==> src/rtl/spi_ra_pkg.sv <==
package spi_ra_pkg;
   // Frame phase: command word, then write data or read data
   typedef enum logic [1:0] {
      PH_CMD  = 2'd0,
      PH_WR   = 2'd1,
      PH_RD   = 2'd2
   } phase_e;
endpackage

==> src/rtl/spi_ra_sync.sv <==
module spi_ra_sync #(
   parameter int          STAGES  = 2,
   parameter int          W       = 3,
   parameter logic [W-1:0] RST_VAL = '0
) (
   input  logic         clk,
   input  logic         rst_n,
   input  logic [W-1:0] d_in,
   output logic [W-1:0] q_out
);
   logic [W-1:0] stg [STAGES];

   genvar s;
   generate
      for (s = 0; s < STAGES; s++) begin : g_stage
         if (s == 0) begin : g_first
            always_ff @(posedge clk or negedge rst_n)
               if (!rst_n) stg[0] <= RST_VAL;
               else        stg[0] <= d_in;
         end else begin : g_next
            always_ff @(posedge clk or negedge rst_n)
               if (!rst_n) stg[s] <= RST_VAL;
               else        stg[s] <= stg[s-1];
         end
      end
   endgenerate

   assign q_out = stg[STAGES-1];
endmodule

==> src/rtl/spi_ra_shifter.sv <==
module spi_ra_shifter #(
   parameter int WORD_W = 32
) (
   input  logic              clk,
   input  logic              rst_n,
   input  logic              sck_s,
   input  logic              cs_act,
   input  logic              mosi_s,
   input  logic              tx_load,
   input  logic [WORD_W-1:0] tx_word,
   output logic              word_done,
   output logic [WORD_W-1:0] rx_word,
   output logic              miso
);
   localparam int BC_W = $clog2(WORD_W);
   localparam logic [BC_W-1:0] LAST_BIT = BC_W'(WORD_W - 1);

   logic              sck_d;
   logic [BC_W-1:0]   bit_cnt;
   logic [WORD_W-1:0] rx_sr;
   logic [WORD_W-1:0] tx_sr;
   logic              miso_q;
   logic              rise;
   logic              fall;

   assign rise = cs_act &  sck_s & ~sck_d;
   assign fall = cs_act & ~sck_s &  sck_d;

   always_ff @(posedge clk or negedge rst_n) begin
      if (!rst_n) begin
         sck_d     <= 1'b0;
         bit_cnt   <= '0;
         rx_sr     <= '0;
         tx_sr     <= '0;
         miso_q    <= 1'b0;
         word_done <= 1'b0;
         rx_word   <= '0;
      end else begin
         sck_d     <= sck_s;
         word_done <= 1'b0;
         if (!cs_act) begin
            bit_cnt <= '0;
            tx_sr   <= '0;
            miso_q  <= 1'b0;
         end else begin
            if (rise) begin
               rx_sr   <= {rx_sr[WORD_W-2:0], mosi_s};
               bit_cnt <= bit_cnt + 1'b1;
               if (bit_cnt == LAST_BIT) begin
                  word_done <= 1'b1;
                  rx_word   <= {rx_sr[WORD_W-2:0], mosi_s};
               end
            end
            if (tx_load) begin
               tx_sr <= tx_word;
            end else if (fall) begin
               miso_q <= tx_sr[WORD_W-1];
               tx_sr  <= {tx_sr[WORD_W-2:0], 1'b0};
            end
         end
      end
   end

   assign miso = cs_act & miso_q;

   // a word load never coincides with a shifting edge
   assert_load_apart_from_fall_R5: assert property (@(posedge clk) disable iff (!rst_n)
      tx_load |-> !fall);
   // dropping chip select restarts the bit count
   assert_idle_clears_count_R4: assert property (@(posedge clk) disable iff (!rst_n)
      !cs_act |=> (bit_cnt == '0));
endmodule

==> src/rtl/spi_ra_burst.sv <==
module spi_ra_burst
   import spi_ra_pkg::*;
#(
   parameter int ADDR_W    = 21,
   parameter int WORD_W    = 32,
   parameter int CNT_W     = 6,
   parameter int MAX_WORDS = 64
) (
   input  logic              clk,
   input  logic              rst_n,
   input  logic              cs_act,
   input  logic              word_done,
   input  logic [WORD_W-1:0] rx_word,
   output logic              tx_load,
   output logic [WORD_W-1:0] tx_word,
   output logic [ADDR_W-1:0] reg_addr,
   output logic [WORD_W-1:0] reg_wdata,
   output logic              reg_wr,
   output logic              reg_rd,
   input  logic [WORD_W-1:0] reg_rdata
);
   localparam int DIR_BIT  = WORD_W - 1;
   localparam int CNT_LSB  = DIR_BIT - CNT_W;
   localparam int ADDR_LSB = CNT_LSB - ADDR_W;
   localparam int LEN_W    = $clog2(MAX_WORDS + 1);
   localparam logic [LEN_W-1:0] LEN_MAX = LEN_W'(MAX_WORDS);

   phase_e            phase;
   logic [ADDR_W-1:0] ptr;
   logic [LEN_W-1:0]  left;
   logic [LEN_W-1:0]  wcnt;
   logic [WORD_W-1:0] nxt;
   logic              nxt_vld;
   logic              dest_tx;
   logic              rvalid;

   logic              cmd_wr;
   logic [CNT_W-1:0]  cmd_cnt;
   logic [ADDR_W-1:0] cmd_addr;
   logic [LEN_W-1:0]  cmd_len;

   assign cmd_wr   = rx_word[DIR_BIT];
   assign cmd_cnt  = rx_word[CNT_LSB +: CNT_W];
   assign cmd_addr = rx_word[ADDR_LSB +: ADDR_W];

   generate
      if (MAX_WORDS == (1 << CNT_W)) begin : g_zero_is_full
         assign cmd_len = (cmd_cnt == '0) ? LEN_MAX : LEN_W'(cmd_cnt);
      end else begin : g_zero_is_none
         assign cmd_len = LEN_W'(cmd_cnt);
      end
   endgenerate

   // First word goes straight to the shifter; later words come from the prefetch slot
   assign tx_load = (rvalid & dest_tx) | (word_done & (phase == PH_RD));
   assign tx_word = (rvalid & dest_tx) ? reg_rdata : (nxt_vld ? nxt : '0);

   always_ff @(posedge clk or negedge rst_n) begin
      if (!rst_n) begin
         phase     <= PH_CMD;
         ptr       <= '0;
         left      <= '0;
         wcnt      <= '0;
         nxt       <= '0;
         nxt_vld   <= 1'b0;
         dest_tx   <= 1'b0;
         rvalid    <= 1'b0;
         reg_addr  <= '0;
         reg_wdata <= '0;
         reg_wr    <= 1'b0;
         reg_rd    <= 1'b0;
      end else begin
         reg_wr <= 1'b0;
         reg_rd <= 1'b0;
         rvalid <= reg_rd;
         if (!cs_act) begin
            phase   <= PH_CMD;
            left    <= '0;
            wcnt    <= '0;
            nxt_vld <= 1'b0;
            dest_tx <= 1'b0;
         end else begin
            if (word_done) begin
               unique case (phase)
                  PH_CMD: begin
                     ptr  <= cmd_addr;
                     wcnt <= '0;
                     if (cmd_wr) begin
                        phase <= PH_WR;
                     end else begin
                        phase <= PH_RD;
                        if (cmd_len != '0) begin
                           reg_rd   <= 1'b1;
                           reg_addr <= cmd_addr;
                           ptr      <= cmd_addr + 1'b1;
                           left     <= cmd_len - 1'b1;
                           dest_tx  <= 1'b1;
                        end else begin
                           left <= '0;
                        end
                     end
                  end
                  PH_WR: begin
                     if (wcnt < LEN_MAX) begin
                        reg_wr    <= 1'b1;
                        reg_addr  <= ptr;
                        reg_wdata <= rx_word;
                        ptr       <= ptr + 1'b1;
                        wcnt      <= wcnt + 1'b1;
                     end
                  end
                  PH_RD: begin
                     nxt_vld <= 1'b0;
                     if (left != '0) begin
                        reg_rd   <= 1'b1;
                        reg_addr <= ptr;
                        ptr      <= ptr + 1'b1;
                        left     <= left - 1'b1;
                        dest_tx  <= 1'b0;
                     end
                  end
                  default: phase <= PH_CMD;
               endcase
            end
            if (rvalid) begin
               if (dest_tx) begin
                  dest_tx <= 1'b0;
                  if (left != '0) begin
                     reg_rd   <= 1'b1;
                     reg_addr <= ptr;
                     ptr      <= ptr + 1'b1;
                     left     <= left - 1'b1;
                  end
               end else begin
                  nxt     <= reg_rdata;
                  nxt_vld <= 1'b1;
               end
            end
         end
      end
   end

   assert_no_wr_rd_overlap_R10: assert property (@(posedge clk) disable iff (!rst_n)
      !(reg_wr && reg_rd));
   assert_wr_single_cycle_R10: assert property (@(posedge clk) disable iff (!rst_n)
      reg_wr |=> !reg_wr);
   assert_rd_single_cycle_R10: assert property (@(posedge clk) disable iff (!rst_n)
      reg_rd |=> !reg_rd);
   assert_write_cap_R3: assert property (@(posedge clk) disable iff (!rst_n)
      wcnt <= LEN_MAX);
   assert_access_in_frame_R9: assert property (@(posedge clk) disable iff (!rst_n)
      (reg_wr || reg_rd) |-> $past(cs_act));
   assert_no_write_in_read_R8: assert property (@(posedge clk) disable iff (!rst_n)
      (phase == PH_RD) |-> !reg_wr);
endmodule

==> src/rtl/spi_reg_access.sv <==
module spi_reg_access #(
   parameter int ADDR_W      = 21,
   parameter int WORD_W      = 32,
   parameter int CNT_W       = 6,
   parameter int MAX_WORDS   = 64,
   parameter int SYNC_STAGES = 2
) (
   input  logic              clk,
   input  logic              rst_n,
   input  logic              spi_sck,
   input  logic              spi_cs_n,
   input  logic              spi_mosi,
   output logic              spi_miso,
   output logic [ADDR_W-1:0] reg_addr,
   output logic [WORD_W-1:0] reg_wdata,
   output logic              reg_wr,
   output logic              reg_rd,
   input  logic [WORD_W-1:0] reg_rdata
);
   generate
      if (WORD_W < 1 + CNT_W + ADDR_W) begin : g_bad_fields
         $error("command fields do not fit in one word");
      end
      if ((WORD_W & (WORD_W - 1)) != 0) begin : g_bad_word
         $error("WORD_W must be a power of two");
      end
      if (MAX_WORDS > (1 << CNT_W) || MAX_WORDS < 1) begin : g_bad_max
         $error("MAX_WORDS must lie in 1 .. 2**CNT_W");
      end
      if (SYNC_STAGES < 2) begin : g_bad_sync
         $error("SYNC_STAGES must be at least 2");
      end
   endgenerate

   logic [2:0] pins_s;
   logic       sck_s, cs_n_s, mosi_s, cs_act;
   logic       word_done, tx_load;
   logic [WORD_W-1:0] rx_word, tx_word;

   spi_ra_sync #(.STAGES(SYNC_STAGES), .W(3), .RST_VAL(3'b010)) sync_i (
      .clk   (clk),
      .rst_n (rst_n),
      .d_in  ({spi_sck, spi_cs_n, spi_mosi}),
      .q_out (pins_s)
   );
   assign sck_s  = pins_s[2];
   assign cs_n_s = pins_s[1];
   assign mosi_s = pins_s[0];
   assign cs_act = ~cs_n_s;

   spi_ra_shifter #(.WORD_W(WORD_W)) shift_i (
      .clk       (clk),
      .rst_n     (rst_n),
      .sck_s     (sck_s),
      .cs_act    (cs_act),
      .mosi_s    (mosi_s),
      .tx_load   (tx_load),
      .tx_word   (tx_word),
      .word_done (word_done),
      .rx_word   (rx_word),
      .miso      (spi_miso)
   );

   spi_ra_burst #(
      .ADDR_W(ADDR_W), .WORD_W(WORD_W), .CNT_W(CNT_W), .MAX_WORDS(MAX_WORDS)
   ) burst_i (
      .clk       (clk),
      .rst_n     (rst_n),
      .cs_act    (cs_act),
      .word_done (word_done),
      .rx_word   (rx_word),
      .tx_load   (tx_load),
      .tx_word   (tx_word),
      .reg_addr  (reg_addr),
      .reg_wdata (reg_wdata),
      .reg_wr    (reg_wr),
      .reg_rd    (reg_rd),
      .reg_rdata (reg_rdata)
   );

   // strobes stay low through reset release
   assert_reset_quiet_R11: assert property (@(posedge clk)
      !rst_n |-> (!reg_wr && !reg_rd));
endmodule

==> config.mk <==
export PLATFORM = sky130hd
export DESIGN_NAME = spi_reg_access
export DESIGN_NICKNAME = d
export VERILOG_FILES = /design/src/rtl/spi_ra_pkg.sv /design/src/rtl/spi_ra_sync.sv /design/src/rtl/spi_ra_shifter.sv /design/src/rtl/spi_ra_burst.sv /design/src/rtl/spi_reg_access.sv
export SDC_FILE = /design/constraint.sdc
export NUM_CORES = 1
export LEC_CHECK = 0
export CORE_MARGIN = 2
export CORE_UTILIZATION = 35
export CTS_CLUSTER_DIAMETER = 40
export DETAILED_ROUTE_END_ITERATION = 16
export DONT_BUFFER_PORTS = 1
export PLACE_DENSITY = 0.62
export SYNTH_ARGS = -nofsm -noshare
export SYNTH_HDL_FRONTEND = slang
export SYNTH_SLANG_ARGS = --single-unit
==> constraint.sdc <==
create_clock -name clk -period 2.3 [get_ports clk]
set_input_delay 0.23 -clock clk [delete_from_list [all_inputs] [get_ports clk]]
set_output_delay 0.23 -clock clk [all_outputs]
set_load 0.02 [all_outputs]
==> run summary <==
GR Util met3 - 4.51%
Crit share post-route - 94.9%
CP endpoint kind - flop
Max cap viols - 0
Placed Area - 0.0122 sq mm
Synth top area share - 51.4%
Grt met2 use - 26.5%
Drt drc - 0
Met1 usage - 23.9%
EDFF count, synth - 0
IO Port Bufs - 0
Worst vdd ir - 0.000403 V
Synth async-reset ratio - 100%
Sequential-to-total area share from yosys stat - 51.9%
Post-Syn Area - 0.0114 sq mm
Cts hold-fix bufs - 35
Post-Layout Cell Count - 1,567
CP Max Fanout - 7
Nets - 1,147
Leak - 0.00632 uW
Reg2reg path depth - 7
GRT Resource Usage Total - 17.3%
Pwr/cell area - 733 mW/mm^2
Top Usage Layer GRT - met2
Final min period - 2.18 ns
Outcome - finished, violations left
Req. time, crit path - 2.69 ns
# IOs - 93
Remaining antenna violation count - 0
Largest area contributor in the netlist - dfrtp_1
Mapped Avg Cell Area - 11.2 sq um
Root buffer cell - clkbuf_16
CTS buffer count - 39
Dpl cells - 1,457
Top FF cell, synth - dfrtp_1
Slew margin rel. - 36.0%
Final Instance Area - 0.0140 sq mm
Die Y - 184 um
Max frequency - 458 MHz
WS Path Type - flop to flop
Multi-input gate area - 0.00520 sq mm
Worst slew pin tran - 0.960 ns
RR Endpoint - burst_i.ptr[10]
Fillers - 2,998
Violated checks - hold timing
TritonCTS clock tree - yes
Clk slew on worst S/H paths - 0.05 ns
Clock Path Buffers - 3
Routed vias/inst - 5.40
Crit path DAT - 2.58 ns
Fin Setup TNS - 0 ns
Syn nets - 1,068
Clk sink count - 236
#FFs+latches synth - 236
DIE AREA - 0.0340 sq mm
Antenna violations before repair - 0
CTS H-Tree Depth - 2
Reg2reg start - burst_i.left[0]
Row cnt - 66
CP Launch Point - burst_i.left[0]
Distinct cell type count after synthesis - 79
Most common cell in the netlist - dfrtp_1
Wirelength, routed - 28.9 mm
Initial cell density of the core - 35.3%
Initial DRC Count - 582
DP HPWL - 18.1 mm
Antenna Cells - 0
First-pass GRT wire length - 47.2 mm
Yosys warns - 0
Main area contributors after synthesis - dfrtp_1 51%, mux2_2 12%, o21ai_0 2.8%
Synth top cells by count - 234 x dfrtp_1, 123 x mux2_2, 73 x nand2_1, 64 x o21ai_0, 57 x a21oi_1
First-pass DRT Iterations - 5
Layout Skew - 0.0286 ns
Critical path launch point type - flop
Final GP Congestion - 0.862
Clk Latency, worst-skew pair - 0.52 ns
Storage element area - 0.00591 sq mm
Final hold violations - 236
Routed WL per cell - 18.4 um
Post-Synthesis Cells - 1,019
Vias in the first global route - 8,521
Layout cell share with drive strength beyond 1 - 26.0%
Fin. max-slew vios - 0
HP Class - primary input to async pin
Die W - 184 um
DR vias - 8,459
Final core utilization - 43.4%
GR Overflow Total - 0
WHS - -0.555 ns
R2r setup slk - 0.12 ns
Largest net degree at the start of global routing - 237
Area delta synth->final - 23.0%
Final setup violation count - 0
Core area - 0.0323 sq mm
RSZ-0062 raised after global routing - no
timing repair:
action,CTS,global route
endpoints found under the hold margin,303,236
setup endpoints to repair,32,59
buffers inserted,0,7
pin swaps,1,3
resized for setup,3,20
worst max-delay path, cell delays in order (launching register included):
cell	delay [ns]
dfrtp_1	0.39
inv_2	0.07
ha_2	0.17
or3b_4	0.46
o22ai_4	0.27
nand2_4	0.12
a221o_1	0.30
a211o_1	0.29
logic make-up after synthesis:
family	synth area share [%]
AOI/OAI and AO/OA	16.8
and+or+nand+nor	12.4
DFF	51.9
muxes	12.4
buffers and inverters	3.24
xor gates and xnor gates	1.92
adders and majority gates	1.32
stage by stage:
| stage | setup slack (ns) | power, uW |
|---|---|---|
| detailed placement | -0.0336 | 4520 |
| CTS | 0.0165 | 10400 |
| global route | 0.00256 | 10600 |
| finish | 0.116 | 10300 |
| floorplan | 0.121 | 4460 |
| global placement | -0.0359 | 4510 |
flip-flops by register name (all words and copies together) (netlist names), 2 cells and up:
signal             cells
burst_i.wcnt           7
sync_i.stg             3
sync_i.q_out           3
burst_i.reg_addr      21
burst_i.phase          2
burst_i.ptr           21
shift_i.rx_word       32
shift_i.rx_sr         31
shift_i.bit_cnt        5
burst_i.nxt           32
shift_i.tx_sr         32
burst_i.reg_wdata     32
burst_i.left           7
area by class of cell:
cell class                      instances  area share (%)
Clock buffer                           52            7.83
Clock inverter                         16            1.46
Inverter                               19           0.510
Multi-Input combinational cell        694            37.2
Sequential cell                       236            42.2
Tap cell                              442            3.95
Timing Repair Buffer                  108            6.86
worst max-delay path by stage:
| stage | end | cells after the start |
|---|---|---|
| floorplan | burst_i.ptr[10] | 8 |
| global placement | burst_i.ptr[18] | 8 |
| detailed placement | burst_i.ptr[11] | 8 |
| CTS | burst_i.ptr[10] | 7 |
| global route | burst_i.ptr[10] | 7 |
| finish | burst_i.ptr[10] | 7 |
report_power, final:
group | switching, uW | internal [uW] | leakage, uW | total (uW)
Sequential | 57.0 | 4240 | 0.00327 | 4290
Clock | 2050 | 3700 | 0.000631 | 5760
Combinational | 96.3 | 119 | 0.00242 | 215
Total | 2210 | 8060 | 0.00632 | 10300
placed cells by master (no fill, tap or decap), types with 14 or more instances in the layout:
master	instances
nand3_1	21
a22o_1	32
dfrtp_1	234
mux2_2	123
clkbuf_16	40
o21ai_0	64
nand2_1	73
a22oi_1	24
and3_1	40
a21oi_1	57
buf_4	66
o2bb2ai_1	21
dlygate4sd3_1	35
xnor2_1	15
inv_1	18
nor3_1	14
nor2_1	28
per-layer routing:
metal,up-vias,wire [um]
li1,3963,-
met1,4172,13100
met2,264,13000
met3,60,2210
met4,0,635
met5,-,0
Power figures use the tool's default switching activity.
